### src/rtl/spi_port_pkg.sv
package spi_port_pkg;
  localparam logic [11:0] OFF_CTRL0  = 12'h000;
  localparam logic [11:0] OFF_CTRL1  = 12'h004;
  localparam logic [11:0] OFF_DATA   = 12'h008;
  localparam logic [11:0] OFF_STAT   = 12'h00C;
  localparam logic [11:0] OFF_PRESC  = 12'h010;
  localparam logic [11:0] OFF_IMASK  = 12'h014;
  localparam logic [11:0] OFF_IRAW   = 12'h018;
  localparam logic [11:0] OFF_IMSK   = 12'h01C;
  localparam logic [11:0] OFF_ICLR   = 12'h020;
  localparam logic [11:0] OFF_DMA    = 12'h024;

  // ctrl1 bit positions
  localparam int C1_LOOP = 0;
  localparam int C1_EN   = 1;

  typedef struct packed {
    logic busy;
    logic rx_full;
    logic rx_nempty;
    logic tx_nfull;
    logic tx_empty;
  } port_stat_t;

  function automatic logic [7:0] id_byte(input logic [2:0] idx);
    case (idx)
      3'd0: id_byte = 8'h22;
      3'd1: id_byte = 8'h10;
      3'd2: id_byte = 8'h04;
      3'd3: id_byte = 8'h00;
      3'd4: id_byte = 8'h0D;
      3'd5: id_byte = 8'hF0;
      3'd6: id_byte = 8'h05;
      default: id_byte = 8'hB1;
    endcase
  endfunction
endpackage

### src/rtl/spi_port_fifo.sv
module spi_port_fifo #(
  parameter int DW    = 16,
  parameter int DEPTH = 8,
  parameter int CW    = $clog2(DEPTH + 1)
) (
  input  logic          clk_i,
  input  logic          rst_ni,
  input  logic          push_i,
  input  logic [DW-1:0] push_data_i,
  input  logic          pop_i,
  output logic [DW-1:0] head_o,
  output logic [CW-1:0] cnt_o
);
  localparam int AW = (DEPTH > 1) ? $clog2(DEPTH) : 1;

  logic [DW-1:0] mem_q [DEPTH];
  logic [AW-1:0] wr_q, rd_q;
  logic [CW-1:0] cnt_q;
  logic          push_ok, pop_ok;

  function automatic logic [AW-1:0] nxt(input logic [AW-1:0] p);
    nxt = (p == AW'(DEPTH - 1)) ? '0 : p + AW'(1);
  endfunction

  assign push_ok = push_i && (cnt_q != CW'(DEPTH));
  assign pop_ok  = pop_i && (cnt_q != '0);

  always_ff @(posedge clk_i) begin
    if (push_ok) mem_q[wr_q] <= push_data_i;
  end

  always_ff @(posedge clk_i or negedge rst_ni) begin
    if (!rst_ni) begin
      wr_q  <= '0;
      rd_q  <= '0;
      cnt_q <= '0;
    end else begin
      if (push_ok) wr_q <= nxt(wr_q);
      if (pop_ok)  rd_q <= nxt(rd_q);
      case ({push_ok, pop_ok})
        2'b10:   cnt_q <= cnt_q + CW'(1);
        2'b01:   cnt_q <= cnt_q - CW'(1);
        default: cnt_q <= cnt_q;
      endcase
    end
  end

  assign head_o = mem_q[rd_q];
  assign cnt_o  = cnt_q;
endmodule

### src/rtl/spi_port_engine.sv
module spi_port_engine #(
  parameter int DW = 16
) (
  input  logic          clk_i,
  input  logic          rst_ni,
  input  logic          en_i,
  input  logic          loop_i,
  input  logic          tx_avail_i,
  input  logic          rx_room_i,
  input  logic [DW-1:0] tx_head_i,
  input  logic [DW-1:0] mask_i,
  output logic          tx_pop_o,
  output logic          rx_push_o,
  output logic [DW-1:0] rx_data_o,
  output logic          req_o,
  output logic [DW-1:0] req_data_o,
  input  logic          ack_i,
  input  logic [DW-1:0] ack_data_i
);
  logic pend_q;
  logic can_move, loop_mv, issue, done;

  assign can_move = en_i && tx_avail_i && rx_room_i && !pend_q;
  assign loop_mv  = can_move && loop_i;
  assign issue    = can_move && !loop_i;
  assign done     = pend_q && ack_i;

  always_ff @(posedge clk_i or negedge rst_ni) begin
    if (!rst_ni)    pend_q <= 1'b0;
    else if (done)  pend_q <= 1'b0;
    else if (issue) pend_q <= 1'b1;
  end

  assign tx_pop_o   = loop_mv || done;
  assign rx_push_o  = loop_mv || done;
  assign rx_data_o  = (loop_mv ? tx_head_i : ack_data_i) & mask_i;
  assign req_o      = pend_q;
  assign req_data_o = pend_q ? tx_head_i : '0;
endmodule

### src/rtl/spi_port_flags.sv
module spi_port_flags
  import spi_port_pkg::*;
#(
  parameter int DEPTH = 8,
  parameter int CW    = $clog2(DEPTH + 1)
) (
  input  logic [CW-1:0] tx_cnt_i,
  input  logic [CW-1:0] rx_cnt_i,
  output port_stat_t    stat_o,
  output logic [3:0]    raw_o
);
  localparam int HALF = DEPTH / 2;

  always_comb begin
    stat_o.tx_empty  = (tx_cnt_i == '0);
    stat_o.tx_nfull  = (tx_cnt_i != CW'(DEPTH));
    stat_o.rx_nempty = (rx_cnt_i != '0);
    stat_o.rx_full   = (rx_cnt_i == CW'(DEPTH));
    stat_o.busy      = (tx_cnt_i != '0);
    // bits 0/1 (overrun, timeout) are never raised
    raw_o = {tx_cnt_i <= CW'(HALF), rx_cnt_i >= CW'(HALF), 2'b00};
  end
endmodule

### src/rtl/spi_port_ctrl.sv
module spi_port_ctrl
  import spi_port_pkg::*;
#(
  parameter int DW    = 16,
  parameter int DEPTH = 8,
  parameter int AW    = 12
) (
  input  logic          clk_i,
  input  logic          rst_ni,
  input  logic [AW-1:0] addr_i,
  input  logic          wr_en_i,
  input  logic          rd_en_i,
  input  logic [DW-1:0] wdata_i,
  output logic [DW-1:0] rdata_o,
  output logic          xchg_req_o,
  output logic [DW-1:0] xchg_wdata_o,
  input  logic          xchg_ack_i,
  input  logic [DW-1:0] xchg_rdata_i,
  output logic          irq_o
);
  localparam int CW   = $clog2(DEPTH + 1);
  localparam int FS_W = $clog2(DW);

  logic [DW-1:0] ctrl0_q;
  logic [3:0]    ctrl1_q;
  logic [7:0]    presc_q;
  logic [3:0]    imask_q;

  logic [DW-1:0] mask;
  logic [DW:0]   mask_ext;
  logic [FS_W:0] shamt;

  logic          tx_push, tx_pop, rx_push, rx_pop;
  logic [DW-1:0] tx_head, rx_head, rx_in;
  logic [CW-1:0] tx_cnt, rx_cnt;
  port_stat_t    stat;
  logic [3:0]    raw;
  logic          wr_data, rd_data;

  assign shamt    = {1'b0, ctrl0_q[FS_W-1:0]} + (FS_W + 1)'(1);
  assign mask_ext = ((DW + 1)'(1) << shamt) - (DW + 1)'(1);
  assign mask     = mask_ext[DW-1:0];

  assign wr_data = wr_en_i && (addr_i == AW'(OFF_DATA));
  assign rd_data = rd_en_i && (addr_i == AW'(OFF_DATA));
  assign tx_push = wr_data && stat.tx_nfull;
  assign rx_pop  = rd_data && stat.rx_nempty;

  always_ff @(posedge clk_i or negedge rst_ni) begin
    if (!rst_ni) begin
      ctrl0_q <= '0;
      ctrl1_q <= '0;
      presc_q <= '0;
      imask_q <= '0;
    end else if (wr_en_i) begin
      case (addr_i)
        AW'(OFF_CTRL0): ctrl0_q <= wdata_i;
        AW'(OFF_CTRL1): ctrl1_q <= wdata_i[3:0];
        AW'(OFF_PRESC): presc_q <= wdata_i[7:0];
        AW'(OFF_IMASK): imask_q <= wdata_i[3:0];
        default: ;
      endcase
    end
  end

  spi_port_fifo #(.DW(DW), .DEPTH(DEPTH), .CW(CW)) u_tx_fifo (
    .clk_i, .rst_ni,
    .push_i(tx_push), .push_data_i(wdata_i & mask),
    .pop_i(tx_pop), .head_o(tx_head), .cnt_o(tx_cnt)
  );

  spi_port_fifo #(.DW(DW), .DEPTH(DEPTH), .CW(CW)) u_rx_fifo (
    .clk_i, .rst_ni,
    .push_i(rx_push), .push_data_i(rx_in),
    .pop_i(rx_pop), .head_o(rx_head), .cnt_o(rx_cnt)
  );

  spi_port_engine #(.DW(DW)) u_engine (
    .clk_i, .rst_ni,
    .en_i(ctrl1_q[C1_EN]), .loop_i(ctrl1_q[C1_LOOP]),
    .tx_avail_i(!stat.tx_empty), .rx_room_i(!stat.rx_full),
    .tx_head_i(tx_head), .mask_i(mask),
    .tx_pop_o(tx_pop), .rx_push_o(rx_push), .rx_data_o(rx_in),
    .req_o(xchg_req_o), .req_data_o(xchg_wdata_o),
    .ack_i(xchg_ack_i), .ack_data_i(xchg_rdata_i)
  );

  spi_port_flags #(.DEPTH(DEPTH), .CW(CW)) u_flags (
    .tx_cnt_i(tx_cnt), .rx_cnt_i(rx_cnt), .stat_o(stat), .raw_o(raw)
  );

  assign irq_o = |(raw & imask_q);

  always_comb begin
    rdata_o = '0;
    if (rd_en_i) begin
      if (addr_i[AW-1:5] == '1) begin
        rdata_o = DW'(id_byte(addr_i[4:2]));
      end else begin
        case (addr_i)
          AW'(OFF_CTRL0): rdata_o = ctrl0_q;
          AW'(OFF_CTRL1): rdata_o = DW'(ctrl1_q);
          AW'(OFF_DATA):  rdata_o = stat.rx_nempty ? rx_head : '0;
          AW'(OFF_STAT):  rdata_o = DW'(stat);
          AW'(OFF_PRESC): rdata_o = DW'(presc_q);
          AW'(OFF_IMASK): rdata_o = DW'(imask_q);
          AW'(OFF_IRAW):  rdata_o = DW'(raw);
          AW'(OFF_IMSK):  rdata_o = DW'(raw & imask_q);
          default:        rdata_o = '0;
        endcase
      end
    end
  end
endmodule

### config.mk
export PLATFORM = sky130hd
export DESIGN_NAME = spi_port_ctrl
export DESIGN_NICKNAME = d
export VERILOG_FILES = /design/src/rtl/spi_port_pkg.sv /design/src/rtl/spi_port_fifo.sv /design/src/rtl/spi_port_engine.sv /design/src/rtl/spi_port_flags.sv /design/src/rtl/spi_port_ctrl.sv
export SDC_FILE = /design/constraint.sdc
export NUM_CORES = 1
export LEC_CHECK = 0
export BUFFER_PORTS_ARGS = -buffer_cell sky130_fd_sc_hd__buf_4
export CAP_MARGIN = 10
export CORE_ASPECT_RATIO = 0.6
export CORE_MARGIN = 2
export CORE_UTILIZATION = 30
export CTS_BUF_LIST = sky130_fd_sc_hd__clkbuf_4
export DETAILED_ROUTE_END_ITERATION = 7
export HOLD_SLACK_MARGIN = 0.08
export PLACE_DENSITY_LB_ADDON = 0.1
export SLEW_MARGIN = 5
export SYNTH_ARGS = -nofsm -noshare
export SYNTH_HDL_FRONTEND = slang
export SYNTH_SLANG_ARGS = --single-unit
### constraint.sdc
create_clock -name clk_i -period 3.9 [get_ports clk_i]
set_input_delay 0.39 -clock clk_i [delete_from_list [all_inputs] [get_ports clk_i]]
set_output_delay 0.39 -clock clk_i [all_outputs]
set_load 0.02 [all_outputs]
==> flow_summary.toml, run 1 <==
[sta]
final_setup_violating_endpoints = 0
timing.max_slew.rel_slack_pct = 18.0
post_route_clock_period_utilization_pct = 86.5
rsz0062_at_grt = "false"
hold_viol = 0
setup_total_negative_slack_ns = 0
finalMaxSlewViolations = 0
setup_ws_ns = 0.526
max_clock_freq_ghz = 0.296
worstMarginPinSlew_ns = 1.23
period_minus_slack_ns = 3.37
finClkSkew_ns = 0.0410

[yosys]
post_synth.cell_area_avg_um2 = 16.8
syn-num-nets = 871
synth_most_common_cell = "sky130_fd_sc_hd__edfxtp_1"
post_synth_most_frequent_cells = "256 x sky130_fd_sc_hd__edfxtp_1, 64 x sky130_fd_sc_hd__mux4_2, 60 x sky130_fd_sc_hd__mux2_2, 53 x sky130_fd_sc_hd__dfrtp_1, 52 x sky130_fd_sc_hd__nor2_1"
synth_enable_flop_cells = 256
syn-instance-count = 807
most_used_flip_flop_cell_after_synthesis = "sky130_fd_sc_hd__edfxtp_1"
synth.area.top_cells = "sky130_fd_sc_hd__edfxtp_1 57%, sky130_fd_sc_hd__mux4_2 11%, sky130_fd_sc_hd__dfrtp_1 9.8%, sky130_fd_sc_hd__mux2_2 5.0%, sky130_fd_sc_hd__mux2i_1 1.6%"
synthArstFlopShare_pct = 17.2
yosys_register_bits = 309
ys_warn_count = 0
yosysTopAreaCellShare_pct = 56.8
synth_area_um2 = 13500
seq_area_frac_synth_pct = 66.6
synthDistinctLibCells = 63
synthDominantAreaCellType = "sky130_fd_sc_hd__edfxtp_1"

[cts]
root_buffer = "sky130_fd_sc_hd__clkbuf_4"
htree_levels = 3
cts-buffers-inserted = 78
cts_tree = "yes"
clkLatencyLatePin_ns = 0.75
post_cts.repair.setup_buffers = 0
clk_path_buf_depth = 3
clk_pin_slew_worst_paths_ns = 0.07
clkSinkCount = 309

[routing]
wl_per_cell_um = 22.1
starting_drc_count_in_detailed_routing = 532
detail_route.first_pass.iterations = 4
postRouteAntennaNets = 0
drc = 0
routed_via_density = 4.69
wirelength_um = 36000
routed-via-count = 7640

[grt]
grt_first_pass_wirelength_um = 53000
grt_remaining_overflow = 0
antenna_violations_before_repair = 1
grt_max_degree = 54
via_count_of_the_first_global_routing_pass = 7879
track_usage_pct = 15.7

[worst_hold_path]
hold_path.class = "primary input to flip-flop"

[floorplan]
floorplan.rows = 60
dieArea_um2 = 46900
design.portCount = 83
starting_density_of_the_core_pct = 30.3
chipHeight_um = 168
die_x_um = 278
coreArea_um2 = 44700

[placed_design]
detailedPlacementHpwl_um = 24500
gp_routability_congestion = 0.760
placement.setup.worst_slack_ns = 0.967
io_buffer_count = 82
dpl.cell_count = 1467

[setup_path]
worst_setup_path_end_kind = "output pin"
path_cells = "buf_12 -> mux4_2 -> mux2_2 -> a22oi_1 -> nor2_1 -> buf_4"
critical-path-max-stage-delay_ns = 0.73
required_ns = 3.51
worst_path_dominant_cell_family = "multiplexers"
critical-path-slowest-cell = "sky130_fd_sc_hd__dfrtp_2"
critPathBufInv = 2
startpoint_type = "flip-flop"
timing_worst_setup_path_type = "flip-flop to output pin"
critical_path_arrival_ns = 2.98
timing.critical_path.fanout_max = 17

[cells_and_area]
drive_gt1_share_pct = 39.7
number_of_nets_in_the_layout = 1041
post-route-util_pct = 36.2
synthToLayoutAreaGrowth_pct = 19.7
finish.cell_count_without_fillers = 1629

[power_and_ir_drop]
comb_power_share_pct = 5.7
pwr_density_cell_nw_per_um2 = 416
p_switching_uw = 1600
p_leak_uw = 0.00591
power_switching_share_pct = 23.8
p_total_uw = 6730
clock_power_share_pct = 40.5
share_seq_of_total_power_pct = 53.9
p_int_uw = 5120
max-vdd-ir-drop_uv = 136

[flow_run]
max_cap_viol_count = 0

[run_status]
status = "finished clean"
state kept, by name, indices dropped and copies added, names as in the netlist:
signal,count
u_rx_fifo.rd_q,3
u_tx_fifo.cnt_o,4
u_tx_fifo.mem_q,128
u_rx_fifo.wr_q,3
imask_q,4
ctrl1_q,4
u_tx_fifo.wr_q,3
u_engine.req_o,1
u_rx_fifo.mem_q,128
ctrl0_q,16
u_tx_fifo.rd_q,3
presc_q,8
u_rx_fifo.cnt_o,4
kinds of logic after synthesis:
group	count (synthesis)	share of synthesized area, %
adders and majority gates	15	1.39
and+or+nand+nor	181	7.49
AOI/OAI and AO/OA	80	4.02
DFF	309	66.6
buffers and inverters	61	2.09
xor gates and xnor gates	11	0.712
other	1	0.0277
muxes	149	17.6
what timing repair did:
item / 4_1_cts / 5_1_grt
resized for setup: 0 / 0
endpoints found under the setup margin: 0 / 0
hold buffers: 19 / 0
endpoints found under the hold margin: 119 / 0
worst paths after layout:
kind                                                from  depth (start not counted)                                to  slack [ns]
setup / recovery           u_rx_fifo.rd_q[0]$_DFFE_PN0P_                          6                       rdata_o[11]        0.53
hold / removal                           xchg_rdata_i[8]                          2   u_rx_fifo.mem_q[2][8]$_DFFE_PP_        0.17
setup reg to reg                  ctrl0_q[1]$_DFFE_PN0P_                          7  u_rx_fifo.mem_q[1][14]$_DFFE_PP_        0.84
hold reg to reg                   presc_q[6]$_DFFE_PN0P_                          1            presc_q[6]$_DFFE_PN0P_        0.51
max in group asynchronous                         rst_ni                          2     u_tx_fifo.rd_q[0]$_DFFE_PN0P_        3.09
min in group asynchronous                         rst_ni                          2     u_tx_fifo.wr_q[2]$_DFFE_PN0P_        0.24
area by class of cell:
type                    instances  area, um^2
diodes                          5        12.5
clock buffers                 117         878
clock inverters                21        86.3
fillers                      4228       28500
inverters                      10        37.5
multi-input cells             437        4300
flip-flops and latches        309        9020
well taps                     589         737
repair buffers                141        1120
power by group through the flow:
stage	Combinational, uW	Clock (uW)	Sequential (uW)
after floorplan	262	0	3650
after global placement	373	0	3700
after detailed placement	374	0	3700
after CTS	391	2840	3620
after global routing	420	3010	3630
final	383	2720	3620
cells in the final DEF, fill, tap and decap left out, drive strengths merged, types with 2 or more instances in the layout:
cell           n
edfxtp       256
buf          122
clkbuf       117
mux4          64
mux2          63
dfrtp         53
nor2          52
nand2         34
nor2b         26
mux2i         22
dlygate4sd3   19
o21ai         18
clkinv        18
ha            15
nor3          15
a211oi        12
inv           12
nand2b        11
a21oi         11
a22oi          9
a31oi          9
xor2           7
nand3          6
diode          5
and2           5
nor3b          5
nor4           5
nand3b         4
xnor2          4
nor4b          4
and3           4
a21o           3
or2            3
o21a           3
o32ai          2
a2111oi        2
o211a          2
a221oi         2
nand4          2
layer usage:
metal / GRT usage [%] / part of all wire (%) / up-vias
li1: - / - / 3552
met3: 3.66 / 4.2 / 54
met4: 4.72 / 1.7 / 0
met5: 0 / 0 / -
met1: 24.3 / 53 / 3851
met2: 21.5 / 41 / 183
stage by stage:
stage          hold slack, ns  instance area (um^2)
6_report                0.170                 16200
5_1_grt                 0.118                 16200
4_1_cts                0.0919                 16200
3_5_place_dp            0.491                 15000
3_3_place_gp            0.487                 15000
2_1_floorplan          0.0944                 13500
Note: power is estimated with default switching activity, not from simulation.
==> inputs of run 2 (changes only) <==
- CORE_MARGIN: 2 -> 4
==> run 2 against run 1 <==
Net effect:
- flip-flop and latch count is the same
- routed wire length grew 3.0%
- clock skew up 0.00059 ns
- worst hold slack improved by 0.016 ns
- register-to-register slack better by 0.06 ns
- non-clock buffer count decreased by 3
- sequential share of layout area barely moved
- clock power is 3% higher
- setup slack worse by 0.099 ns
- power is 1.1% higher
- clock-buffer cell count unchanged
- largest power group unchanged
==> flow_summary.toml, run 2 (same netlist as run 1, synthesis figures left out) <==
[power_and_ir_drop]
p_int_uw = 5250
p_switching_uw = 1560
power_switching_share_pct = 22.9
pwr_density_cell_nw_per_um2 = 420
clock_power_share_pct = 41.1
share_seq_of_total_power_pct = 53.2
p_leak_uw = 0.00592
comb_power_share_pct = 5.6
max-vdd-ir-drop_uv = 156

[setup_path]
required_ns = 3.51
timing_worst_setup_path_type = "flip-flop to output pin"
critical_path_arrival_ns = 3.08
startpoint_type = "flip-flop"
reg2regPathDepth = 8
worst_setup_path_end_kind = "output pin"
timing.critical_path.fanout_max = 13

[cells_and_area]
mostFrequentLayoutCell = "sky130_fd_sc_hd__edfxtp_1"
synthToLayoutAreaGrowth_pct = 19.7
drive_gt1_share_pct = 39.9
number_of_nets_in_the_layout = 1036
layout.cells.most_common_list = "256 x sky130_fd_sc_hd__edfxtp_1, 118 x sky130_fd_sc_hd__buf_4, 117 x sky130_fd_sc_hd__clkbuf_4, 64 x sky130_fd_sc_hd__mux4_2, 60 x sky130_fd_sc_hd__mux2_2"
number_of_fill_cells = 4143
biggestRegsByFlops = "u_rx_fifo.mem_q x128, u_tx_fifo.mem_q x128, ctrl0_q x16"

[routing]
wl_per_cell_um = 23.1
detail_route.first_pass.iterations = 5
drc = 0
starting_drc_count_in_detailed_routing = 611
routed_via_density = 4.86
postRouteAntennaNets = 0
routed-via-count = 7814
wirelength_um = 37100

[sta]
rsz0062_at_grt = "false"
post_route_clock_period_utilization_pct = 89.0
finClkSkew_ns = 0.0416
final_setup_violating_endpoints = 0
max_clock_freq_ghz = 0.288
finalMaxSlewViolations = 0
timing.max_slew.rel_slack_pct = 21.4
setup_total_negative_slack_ns = 0
hold_viol = 0
period_minus_slack_ns = 3.47
timing.hold.ws_ns = 0.185
worstMarginPinSlew_ns = 1.17

[grt]
via_count_of_the_first_global_routing_pass = 8089
track_usage_pct = 15.6
grt_max_degree = 54
grt_remaining_overflow = 0
grt_first_pass_wirelength_um = 54300
antenna_violations_before_repair = 2

[cts]
clk_pin_slew_worst_paths_ns = 0.07
htree_levels = 3
cts-buffers-inserted = 76
clkSinkCount = 309
root_buffer = "sky130_fd_sc_hd__clkbuf_4"
clk_path_buf_depth = 3
cts_tree = "yes"
clkLatencyLatePin_ns = 0.74
cts-resized-gates = 0

[placed_design]
detailedPlacementHpwl_um = 24900
io_buffer_count = 82
gp_routability_congestion = 0.719

[worst_hold_path]
min_delay_path_depth = 3
hold_path.class = "primary input to flip-flop"

[floorplan]
chipHeight_um = 172
floorplan.rows = 59
coreArea_um2 = 43900
dieArea_um2 = 48700
design.portCount = 83
starting_density_of_the_core_pct = 30.8
die_x_um = 282

[run_status]
status = "finished clean"

[flow_run]
max_cap_viol_count = 0
## run 2: power by group through the flow
stage	Combinational (uW)	Clock [uW]	Sequential, uW
2_1_floorplan	262	0	3650
3_3_place_gp	379	0	3690
3_5_place_dp	377	0	3690
4_1_cts	395	2920	3620
5_1_grt	421	3110	3630
6_report	384	2800	3620
## run 2: worst paths after layout
kind	from	to	slack (ns)
max reg2reg	ctrl0_q[3]$_DFFE_PN0P_	u_rx_fifo.mem_q[1][6]$_DFFE_PP_	0.90
max in group asynchronous	rst_ni	u_tx_fifo.rd_q[0]$_DFFE_PN0P_	3.04
min	xchg_rdata_i[14]	u_rx_fifo.mem_q[2][14]$_DFFE_PP_	0.19
min reg2reg	presc_q[4]$_DFFE_PN0P_	presc_q[4]$_DFFE_PN0P_	0.50
min in group asynchronous	rst_ni	u_rx_fifo.cnt_o[0]$_DFFE_PN0P_	0.28
max	u_rx_fifo.rd_q[1]$_DFFE_PN0P_	rdata_o[4]	0.43
## run 2: through the flow
stage	power, uW	instance area, um^2	cells	utilization [%]	setup slack [ns]
floorplan	3910	13500	807	-	0.451
global placement	4070	15000	1454	34.1	1.02
detailed placement	4070	15000	1454	34.1	0.938
CTS	6940	16200	1607	36.8	0.329
global route	7160	16200	1608	36.8	0.205
finish	6800	16200	1608	36.8	0.428
## run 2: routing by layer
| metal | global-route usage (%) | vias to the layer above | wire length [um] |
|---|---|---|---|
| met1 | 24.4 | 4033 | 19500 |
| li1 | - | 3546 | - |
| met2 | 21.2 | 194 | 15200 |
| met3 | 3.99 | 41 | 1890 |
| met4 | 3.88 | 0 | 487 |
| met5 | 0 | - | 0 |
## run 2: final cells by class
type	instances	area [um^2]	area share, %
antenna	1	2.50	0.0155
clock buffer	117	878	5.43
clock inverter	17	126	0.781
multi-input combinational	437	4300	26.6
sequential	309	9020	55.7
timing repair buffer	138	1100	6.77
tap	579	724	4.48
inverter	10	37.5	0.232
## run 2: worst max-delay path, stage by stage, from the launching register on
cell                       delay (ns)
sky130_fd_sc_hd__dfrtp_1         0.73
sky130_fd_sc_hd__buf_4           0.39
sky130_fd_sc_hd__mux4_2          0.57
sky130_fd_sc_hd__mux2_2          0.30
sky130_fd_sc_hd__nand2_1         0.09
sky130_fd_sc_hd__a211oi_1        0.11
sky130_fd_sc_hd__buf_4           0.18
## run 2: repair_timing
| item | in CTS | in global routing |
|---|---|---|
| hold buffers | 19 | 0 |
| hold endpoints to repair | 107 | 0 |
| setup buffers | 0 | 0 |
